File: src/rtl/alu8_pkg.sv
package alu8_pkg;

  typedef enum logic [3:0] {
    OP_ADD  = 4'd0,  OP_ADDC = 4'd1,  OP_SUBB = 4'd2,  OP_CMP  = 4'd3,
    OP_AND  = 4'd4,  OP_OR   = 4'd5,  OP_XOR  = 4'd6,  OP_CLR  = 4'd7,
    OP_CPL  = 4'd8,  OP_RL   = 4'd9,  OP_RLC  = 4'd10, OP_RR   = 4'd11,
    OP_RRC  = 4'd12, OP_INC  = 4'd13, OP_DEC  = 4'd14, OP_SWAP = 4'd15
  } aluOp_e;

  typedef enum logic [3:0] {
    RS_SUM, RS_AND, RS_OR, RS_XOR, RS_ZERO, RS_INV,
    RS_ROL, RS_ROLC, RS_ROR, RS_RORC, RS_ACC, RS_SWAP
  } resSel_e;

  typedef enum logic [1:0] {
    CS_ARITH, CS_MSB, CS_LSB
  } cSrc_e;

  typedef struct packed {
    resSel_e resSel;
    logic    subMode;
    logic    srcOne;
    logic    useCarry;
    cSrc_e   cSrc;
    logic    wrC;
    logic    wrAc;
    logic    wrOv;
  } aluStrobe_t;

endpackage

File: src/rtl/aluCtrl.sv
module aluCtrl
  import alu8_pkg::*;
(
  input  aluOp_e     opCode,
  output aluStrobe_t strobe
);

  always_comb begin
    strobe = '{resSel: RS_ACC, subMode: 1'b0, srcOne: 1'b0, useCarry: 1'b0,
               cSrc: CS_ARITH, wrC: 1'b0, wrAc: 1'b0, wrOv: 1'b0};
    case (opCode)
      OP_ADD: begin
        strobe.resSel = RS_SUM;
        strobe.wrC = 1'b1; strobe.wrAc = 1'b1; strobe.wrOv = 1'b1;
      end
      OP_ADDC: begin
        strobe.resSel = RS_SUM; strobe.useCarry = 1'b1;
        strobe.wrC = 1'b1; strobe.wrAc = 1'b1; strobe.wrOv = 1'b1;
      end
      OP_SUBB: begin
        strobe.resSel = RS_SUM; strobe.subMode = 1'b1; strobe.useCarry = 1'b1;
        strobe.wrC = 1'b1; strobe.wrAc = 1'b1; strobe.wrOv = 1'b1;
      end
      OP_CMP: begin
        strobe.resSel = RS_ACC; strobe.subMode = 1'b1;
        strobe.wrC = 1'b1;
      end
      OP_AND:  strobe.resSel = RS_AND;
      OP_OR:   strobe.resSel = RS_OR;
      OP_XOR:  strobe.resSel = RS_XOR;
      OP_CLR:  strobe.resSel = RS_ZERO;
      OP_CPL:  strobe.resSel = RS_INV;
      OP_RL:   strobe.resSel = RS_ROL;
      OP_RLC: begin
        strobe.resSel = RS_ROLC; strobe.cSrc = CS_MSB; strobe.wrC = 1'b1;
      end
      OP_RR:   strobe.resSel = RS_ROR;
      OP_RRC: begin
        strobe.resSel = RS_RORC; strobe.cSrc = CS_LSB; strobe.wrC = 1'b1;
      end
      OP_INC: begin
        strobe.resSel = RS_SUM; strobe.srcOne = 1'b1;
      end
      OP_DEC: begin
        strobe.resSel = RS_SUM; strobe.srcOne = 1'b1; strobe.subMode = 1'b1;
      end
      OP_SWAP: strobe.resSel = RS_SWAP;
      default: strobe.resSel = RS_ACC;
    endcase
  end

endmodule

File: src/rtl/aluDatapath.sv
module aluDatapath
  import alu8_pkg::*;
#(
  parameter int DATA_W = 8
) (
  input  aluStrobe_t        strobe,
  input  logic [DATA_W-1:0] accIn,
  input  logic [DATA_W-1:0] srcIn,
  input  logic              carryIn,
  output logic [DATA_W-1:0] result,
  output logic              nextC,
  output logic              nextAc,
  output logic              nextOv
);

  localparam int HALF_W = DATA_W / 2;
  localparam logic [DATA_W-1:0] ONE_VAL = {{(DATA_W-1){1'b0}}, 1'b1};

  logic [DATA_W-1:0] opB;
  logic [DATA_W-1:0] opBEff;
  logic              cinRaw;
  logic              cinEff;
  logic [HALF_W:0]   lowSum;
  logic [DATA_W-1:0] topLessSum;
  logic [DATA_W:0]   fullSum;
  logic              carryHalf;
  logic              carryTop;
  logic              carryOut;

  assign opB    = strobe.srcOne ? ONE_VAL : srcIn;
  assign opBEff = strobe.subMode ? ~opB : opB;
  assign cinRaw = strobe.useCarry & carryIn;
  assign cinEff = strobe.subMode ? ~cinRaw : cinRaw;

  // Three adders of growing width expose the carries at the nibble edge,
  // into the top bit and out of the top bit.
  assign lowSum     = {1'b0, accIn[HALF_W-1:0]} + {1'b0, opBEff[HALF_W-1:0]}
                    + {{HALF_W{1'b0}}, cinEff};
  assign topLessSum = {1'b0, accIn[DATA_W-2:0]} + {1'b0, opBEff[DATA_W-2:0]}
                    + {{(DATA_W-1){1'b0}}, cinEff};
  assign fullSum    = {1'b0, accIn} + {1'b0, opBEff} + {{DATA_W{1'b0}}, cinEff};

  assign carryHalf = lowSum[HALF_W];
  assign carryTop  = topLessSum[DATA_W-1];
  assign carryOut  = fullSum[DATA_W];

  // In subtract mode a missing carry means a borrow.
  assign nextAc = strobe.subMode ? ~carryHalf : carryHalf;
  assign nextOv = carryTop ^ carryOut;

  always_comb begin
    case (strobe.cSrc)
      CS_MSB:  nextC = accIn[DATA_W-1];
      CS_LSB:  nextC = accIn[0];
      default: nextC = strobe.subMode ? ~carryOut : carryOut;
    endcase
  end

  always_comb begin
    case (strobe.resSel)
      RS_SUM:  result = fullSum[DATA_W-1:0];
      RS_AND:  result = accIn & srcIn;
      RS_OR:   result = accIn | srcIn;
      RS_XOR:  result = accIn ^ srcIn;
      RS_ZERO: result = '0;
      RS_INV:  result = ~accIn;
      RS_ROL:  result = {accIn[DATA_W-2:0], accIn[DATA_W-1]};
      RS_ROLC: result = {accIn[DATA_W-2:0], carryIn};
      RS_ROR:  result = {accIn[0], accIn[DATA_W-1:1]};
      RS_RORC: result = {carryIn, accIn[DATA_W-1:1]};
      RS_SWAP: result = {accIn[HALF_W-1:0], accIn[DATA_W-1:HALF_W]};
      default: result = accIn;
    endcase
  end

endmodule

File: src/rtl/accAlu.sv
module accAlu
  import alu8_pkg::*;
#(
  parameter int DATA_W = 8
) (
  input  logic              clk,
  input  logic              rstN,
  input  logic [3:0]        opCode,
  input  logic [DATA_W-1:0] accIn,
  input  logic [DATA_W-1:0] srcIn,
  input  logic              carryIn,
  output logic [DATA_W-1:0] result,
  output logic              nextC,
  output logic              nextAc,
  output logic              nextOv,
  output logic              wrC,
  output logic              wrAc,
  output logic              wrOv,
  output logic              flagC,
  output logic              flagAc,
  output logic              flagOv
);

  aluStrobe_t strobe;

  aluCtrl u_ctrl (
    .opCode (aluOp_e'(opCode)),
    .strobe (strobe)
  );

  aluDatapath #(.DATA_W(DATA_W)) u_dp (
    .strobe  (strobe),
    .accIn   (accIn),
    .srcIn   (srcIn),
    .carryIn (carryIn),
    .result  (result),
    .nextC   (nextC),
    .nextAc  (nextAc),
    .nextOv  (nextOv)
  );

  assign wrC  = strobe.wrC;
  assign wrAc = strobe.wrAc;
  assign wrOv = strobe.wrOv;

  always_ff @(posedge clk or negedge rstN) begin
    if (!rstN) begin
      flagC  <= 1'b0;
      flagAc <= 1'b0;
      flagOv <= 1'b0;
    end else begin
      if (wrC)  flagC  <= nextC;
      if (wrAc) flagAc <= nextAc;
      if (wrOv) flagOv <= nextOv;
    end
  end

endmodule

File: config.mk
export PLATFORM = sky130hd
export DESIGN_NAME = accAlu
export DESIGN_NICKNAME = d
export VERILOG_FILES = /design/src/rtl/alu8_pkg.sv /design/src/rtl/aluCtrl.sv /design/src/rtl/aluDatapath.sv /design/src/rtl/accAlu.sv
export SDC_FILE = /design/constraint.sdc
export NUM_CORES = 1
export LEC_CHECK = 0
export CAP_MARGIN = 5
export CORE_AREA = 2 2 67 63
export CTS_CLUSTER_DIAMETER = 50
export CTS_CLUSTER_SIZE = 20
export DETAILED_ROUTE_END_ITERATION = 7
export DIE_AREA = 0 0 69 65
export DONT_BUFFER_PORTS = 1
export SLEW_MARGIN = 10
export SYNTH_ARGS = -nofsm -noshare
export SYNTH_HDL_FRONTEND = slang
export SYNTH_HIERARCHICAL = 1
export SYNTH_SLANG_ARGS = --single-unit
File: constraint.sdc
create_clock -name clk -period 10.15 [get_ports clk]
set_clock_uncertainty 0.05 [all_clocks]
set_input_delay 2.03 -clock clk [delete_from_list [all_inputs] [get_ports clk]]
set_output_delay 2.03 -clock clk [all_outputs]
set_load 0.05 [all_outputs]
# [Word level (Yosys, flattened, before mapping)]
# Cells that the tools add are included.
[op_classes] add_sub_neg=6 n_eq_ne=27 mux=14 bitwise=10 n_reduce_logical=8
[ops] cell="$pmux W8 S11" n=1
[ops] cell="$pmux W4 S12" n=1
[ops] cell="$eq A4 B4 Y1 const B" n=11
[ops] cell="$eq A4 B3 Y1 const B" n=8
[ops] cell="$eq A4 B2 Y1 const B" n=4
[ops] cell="$mux W8" n=2
[ops] cell="$not A8 Y8" n=2
[ops] cell="$add A8 B8 Y9" n=1
[ops] cell="$add A9 B1 Y9" n=1
[ops] cell="$add A7 B7 Y8" n=1
[ops] cell="$add A8 B1 Y8" n=1
[ops] cell="$and A8 B8 Y8" n=1
[ops] cell="$eq A4 B1 Y1 const B" n=2
[ops] cell="$logic_not A4 Y1" n=2
[ops] cell="$or A8 B8 Y8" n=1
[ops] cell="$xor A8 B8 Y8" n=1
[ops] cell="$mux W1" n=7
[ops] cell="$reduce_or A3 Y1" n=2
[ops] cell="$reduce_or A6 Y1" n=1
[ops] cell="$add A4 B4 Y5" n=1
[ops] cell="$add A5 B1 Y5" n=1
[ops] cell="$reduce_or A5 Y1" n=1
[ops] cell="$pmux W2 S2" n=1
[ops] cell="$reduce_or A2 Y1" n=2
[ops] cell="7 further kinds" n=9
[word_totals] reg_bits=3 in_bits=23 word_cells=68

# [Longest topological paths before layout]
[depth] depth_word=11 mapped_depth=14

# [Cells and area by module]
# Netlist, hierarchy kept.
[by_module_without_submodules] mod="aluDatapath" instances=1 cells_each=218 area_each_um2=1555.2 seq_area_each_um2=0.0
[by_module_without_submodules] mod="aluCtrl" instances=1 cells_each=30 area_each_um2=207.7 seq_area_each_um2=0.0
[by_module_without_submodules] mod="accAlu" instances=1 cells_each=6 area_each_um2=120.1 seq_area_each_um2=75.1

# [Worst setup path after synthesis]
# No wires, ideal clock.
[synth_path] kind="input to output" start="input opCode[0]" end="output nextC" arrival_time_ps=4968 setup_slack_ps=3102 path_stages=13 path_buffers=1 cell_sequence="nand2b_2 mux2i_1 and2_1 buf_2 xnor2_1 fa_1 inv_1 fa_1 nor2b_1 o31ai_1 a21bo_1 xor2_1 a21oi_1"
[synth_rtl] item="start: declaration" line_no="accAlu.sv:8" source="input logic [3:0] opCode,"
[synth_rtl] item="end: declaration" line_no="accAlu.sv:13" source="output logic nextC,"

==> report_table.html <==
<table>
<tr><th>Metric</th><th>Value</th></tr>
<tr><th colspan="2">Logic synthesis</th></tr>
<tr><td>Number of synthesized register bits</td><td>3</td></tr>
<tr><td>Syn avg cell area</td><td>7.414 um2</td></tr>
<tr><td>Ys flop type</td><td>dfrtp_1</td></tr>
<tr><td>Number of flops mapped to enable cells by yosys</td><td>0</td></tr>
<tr><td>Synthesized net count</td><td>just over 300</td></tr>
<tr><td>Total number of yosys warnings</td><td>6</td></tr>
<tr><td>Instance count of the mapped netlist</td><td>254</td></tr>
<tr><td>Share of synthesized registers carrying an async set or reset</td><td>100.0%</td></tr>
<tr><td>Count of cell types in the netlist</td><td>62</td></tr>
<tr><td>Seq/Total Area, Yosys</td><td>3.987%</td></tr>
<tr><td>Area of the mapped netlist</td><td>1883 um2</td></tr>
<tr><th colspan="2">Clock network</th></tr>
<tr><td>Count of H-tree levels built during CTS</td><td>1</td></tr>
<tr><td>Count of instances resized after the clock tree is built</td><td>0</td></tr>
<tr><td>Hold buffer count at cts</td><td>0</td></tr>
<tr><td>Clock buffers created by TritonCTS</td><td>3</td></tr>
<tr><td>Buffer count from post-CTS setup fixing</td><td>0</td></tr>
<tr><td>Clock transition at the registers of the reported paths</td><td>approximately 0.030 ns</td></tr>
<tr><td>Clk_lat worst skew</td><td>0.21 ns</td></tr>
<tr><td>Deepest clock path buffer count</td><td>2</td></tr>
<tr><td>Clock tree from TritonCTS</td><td>yes</td></tr>
<tr><td>Clk root buf</td><td>clkbuf_8</td></tr>
<tr><td>Clock sink total</td><td>3</td></tr>
<tr><th colspan="2">Finish</th></tr>
<tr><td>Share of layout cells above drive strength 1</td><td>14.40%</td></tr>
<tr><td>Area added between synthesis and finish</td><td>3.056%</td></tr>
<tr><td>Post-Layout Inst Area</td><td>roughly 1900 um2</td></tr>
<tr><td>Antenna fix cells</td><td>0</td></tr>
<tr><td>Net total in the final layout</td><td>301</td></tr>
<tr><th colspan="2">STA</th></tr>
<tr><td>Highest Clock Rate</td><td>133.4 MHz</td></tr>
<tr><td>Max-slew violation total from the final report</td><td>0</td></tr>
<tr><td>Post-route setup TNS</td><td>0 ns</td></tr>
<tr><td>Fraction of the cycle the final worst path needs</td><td>73.85%</td></tr>
<tr><td>Slew at the pin closest to its max-slew limit</td><td>around 1.1 ns</td></tr>
<tr><td>Worst slew margin relative to its limit</td><td>27.34%</td></tr>
<tr><td>Setup repair after global routing missed its margin</td><td>false</td></tr>
<tr><td>Post-route minimum period</td><td>7.496 ns</td></tr>
<tr><td>Final-report hold violation count</td><td>0</td></tr>
<tr><td>Final setup vio count</td><td>0</td></tr>
<tr><th colspan="2">Die</th></tr>
<tr><td>Vertical extent of the die</td><td>65 um</td></tr>
<tr><td>Site Rows</td><td>22</td></tr>
<tr><td>Count of boundary I/O pins</td><td>40</td></tr>
<tr><td>Die X-Extent</td><td>69 um</td></tr>
<tr><td>Starting Density</td><td>48.86%</td></tr>
<tr><td>Core Region</td><td>about 3900 um2</td></tr>
<tr><td>Total Die Area</td><td>about 4500 um2</td></tr>
<tr><th colspan="2">Route</th></tr>
<tr><td>Routed len/inst</td><td>16.80 um</td></tr>
<tr><td>DR vias</td><td>about 1800</td></tr>
<tr><td>Routed WL</td><td>5.006 mm</td></tr>
<tr><td>First-pass iteration count of the detailed router</td><td>4</td></tr>
<tr><td>Starting DRT DRC Count</td><td>129</td></tr>
<tr><td>Post-detailed-route count of antenna-violating nets</td><td>0</td></tr>
<tr><td>Routed via count divided by cell count</td><td>just under 6</td></tr>
<tr><td>Total DRC errors in the routed layout</td><td>0</td></tr>
<tr><th colspan="2">Worst setup path</th></tr>
<tr><td>Worst R2R Path Depth</td><td>1</td></tr>
<tr><td>Element type at the critical path end</td><td>primary output</td></tr>
<tr><td>Highest net fanout along the worst path</td><td>11</td></tr>
<tr><td>Crit path arrival time</td><td>between 5 and 6 ns</td></tr>
<tr><td>Startpoint type of the worst setup path</td><td>input pin</td></tr>
<tr><td>Required time of the worst setup path</td><td>slightly above 8 ns</td></tr>
<tr><td>CP Class</td><td>input pin to primary output</td></tr>
<tr><th colspan="2">GRT</th></tr>
<tr><td>Maximum number of pins on one net before global-route repair</td><td>29</td></tr>
<tr><td>Gr ovfl total</td><td>0</td></tr>
<tr><td>Antenna violations before repair</td><td>0</td></tr>
<tr><td>Global-route wire length before repair</td><td>8.245 mm</td></tr>
<tr><td>Number of global-route vias before repair</td><td>roughly 1600</td></tr>
<tr><td>Total global-route track usage</td><td>22.46%</td></tr>
<tr><th colspan="2">Placement</th></tr>
<tr><td>Total of buffers placed on input and output ports</td><td>0</td></tr>
<tr><td>Placed standard-cell area</td><td>1896 um2</td></tr>
<tr><td>Final Wtd Congestion</td><td>between 0.8 and 0.9</td></tr>
<tr><td>Dpl hpwl</td><td>3.801 mm</td></tr>
<tr><th colspan="2">Flow run</th></tr>
<tr><td>Max-capacitance violation count</td><td>0</td></tr>
<tr><th colspan="2">Power</th></tr>
<tr><td>Worst vdd rail ir drop</td><td>0.1415 mV</td></tr>
<tr><td>Cell Pwr Density</td><td>129.4 nW/um2</td></tr>
<tr><td>Static leakage power</td><td>0.0008335 uW</td></tr>
<tr><th colspan="2">Hold path</th></tr>
<tr><td>Cell depth of the worst min-delay path</td><td>1</td></tr>
<tr><td>Path class of the lowest-slack min-delay path</td><td>register to register</td></tr>
<tr><th colspan="2">Run status</th></tr>
<tr><td>Run status</td><td>finished, final reports clean</td></tr>
</table>
==> cells in the final DEF (no fill, tap or decap), types with 4 or more instances in the layout <==
| cell | netlist | final |
|---|---|---|
| a21oi_1 | 19 | 19 |
| o21ai_1 | 7 | 6 |
| nand2_1 | 20 | 20 |
| mux2_4 | 4 | 4 |
| xnor2_1 | 13 | 13 |
| nor2_1 | 22 | 22 |
| nand2b_1 | 10 | 10 |
| xor2_1 | 5 | 5 |
| o21ai_0 | 5 | 5 |
| ha_1 | 25 | 25 |
| buf_4 | 5 | 6 |
| a32oi_1 | 5 | 5 |
| o22ai_1 | 8 | 8 |
| inv_1 | 22 | 22 |
| a221oi_1 | 4 | 4 |
==> critical path, cell delays in order <==
cell and delay, ns:
nand2b_2 0.19, mux2i_1 0.13, and2_1 0.55, xnor2_1 0.19
fa_1 0.43, inv_1 0.08, fa_1 0.21, nor2b_1 0.07
o31ai_1 0.37, a21bo_1 0.21, xor2_1 0.07, a21oi_1 0.88
==> state kept, by name, summed over array words and instances, names as in the netlist <==
| register | count |
|---|---|
| flagAc | 1 |
| flagC | 1 |
| flagOv | 1 |
==> cells in the mapped netlist (5+ instances only) <==
library cell   n  area, um2
ha_1          25      312.8
inv_1         22      82.58
nor2_1        22      82.58
nand2_1       20      75.07
a21oi_1       19      95.09
xnor2_1       13      113.9
nand2b_1      10      62.56
o22ai_1        8      50.05
o21ai_1        7      35.03
buf_2          6      30.03
a32oi_1        5      43.79
buf_4          5      37.54
o21ai_0        5      25.02
xor2_1         5      43.79
==> report_power, final <==
group | internal [uW] | total [uW] | switching, uW
sequential | 16.7 | 38.1 | 21.4
clock | 26.7 | 33.6 | 6.91
combinational | 60.8 | 179 | 119
==> path summary, 6_finish.rpt <==
| kind | startpoint | to | slack [ns] |
|---|---|---|---|
| setup / recovery | opCode[0] | nextC | 2.65 |
| hold / removal | flagC | flagC | 0.85 |
| setup reg to reg | flagOv | flagOv | 9.08 |
| hold reg to reg | flagC | flagC | 0.85 |
| max in group asynchronous | rstN | flagC | 8.52 |
| min in group asynchronous | rstN | flagOv | 1.47 |
==> routing by layer <==
metal	GRT usage, %	up-vias	share of wire, %
met5	0	-	0
met3	3.421	0	7.4
met2	36.90	57	46
met4	3.676	0	0
met1	31.53	803	46
li1	-	905	-
==> cells by family (layout without fill, tap and decap cells) <==
logic type	after synthesis	after routing	share of synthesized area (%)
adders and majority gates	27	27	18.74
buffers and inverters	41	37	11.43
muxes	8	8	5.382
AOI/OAI and AO/OA	79	79	29.77
xor gates and xnor gates	18	18	8.372
DFF	3	3	3.987
and+or+nand+nor	78	78	22.33
==> area by class of cell <==
cell class	instances	area, um2
repair buffers	7	56.30
fillers	401	1913
well taps	48	60.06
multi-input cells	210	1602
inverters	26	102.6
flip-flops and latches	3	75.07
clock buffers	4	45.04
==> stage by stage <==
stage	utilization, %	instances	setup WS, ns	total power, uW	hold slack, ns
after floorplan	-	254	3.102	195.5	0.8145
after global placement	49.19	294	2.739	217.1	0.8363
after detailed placement	49.19	294	2.641	216.9	0.8406
after CTS	50.36	298	2.638	252.1	0.8481
after global routing	50.36	298	2.454	267.6	0.8558
final	50.36	298	2.654	251.2	0.8451
Power figures use the tool's default switching activity.
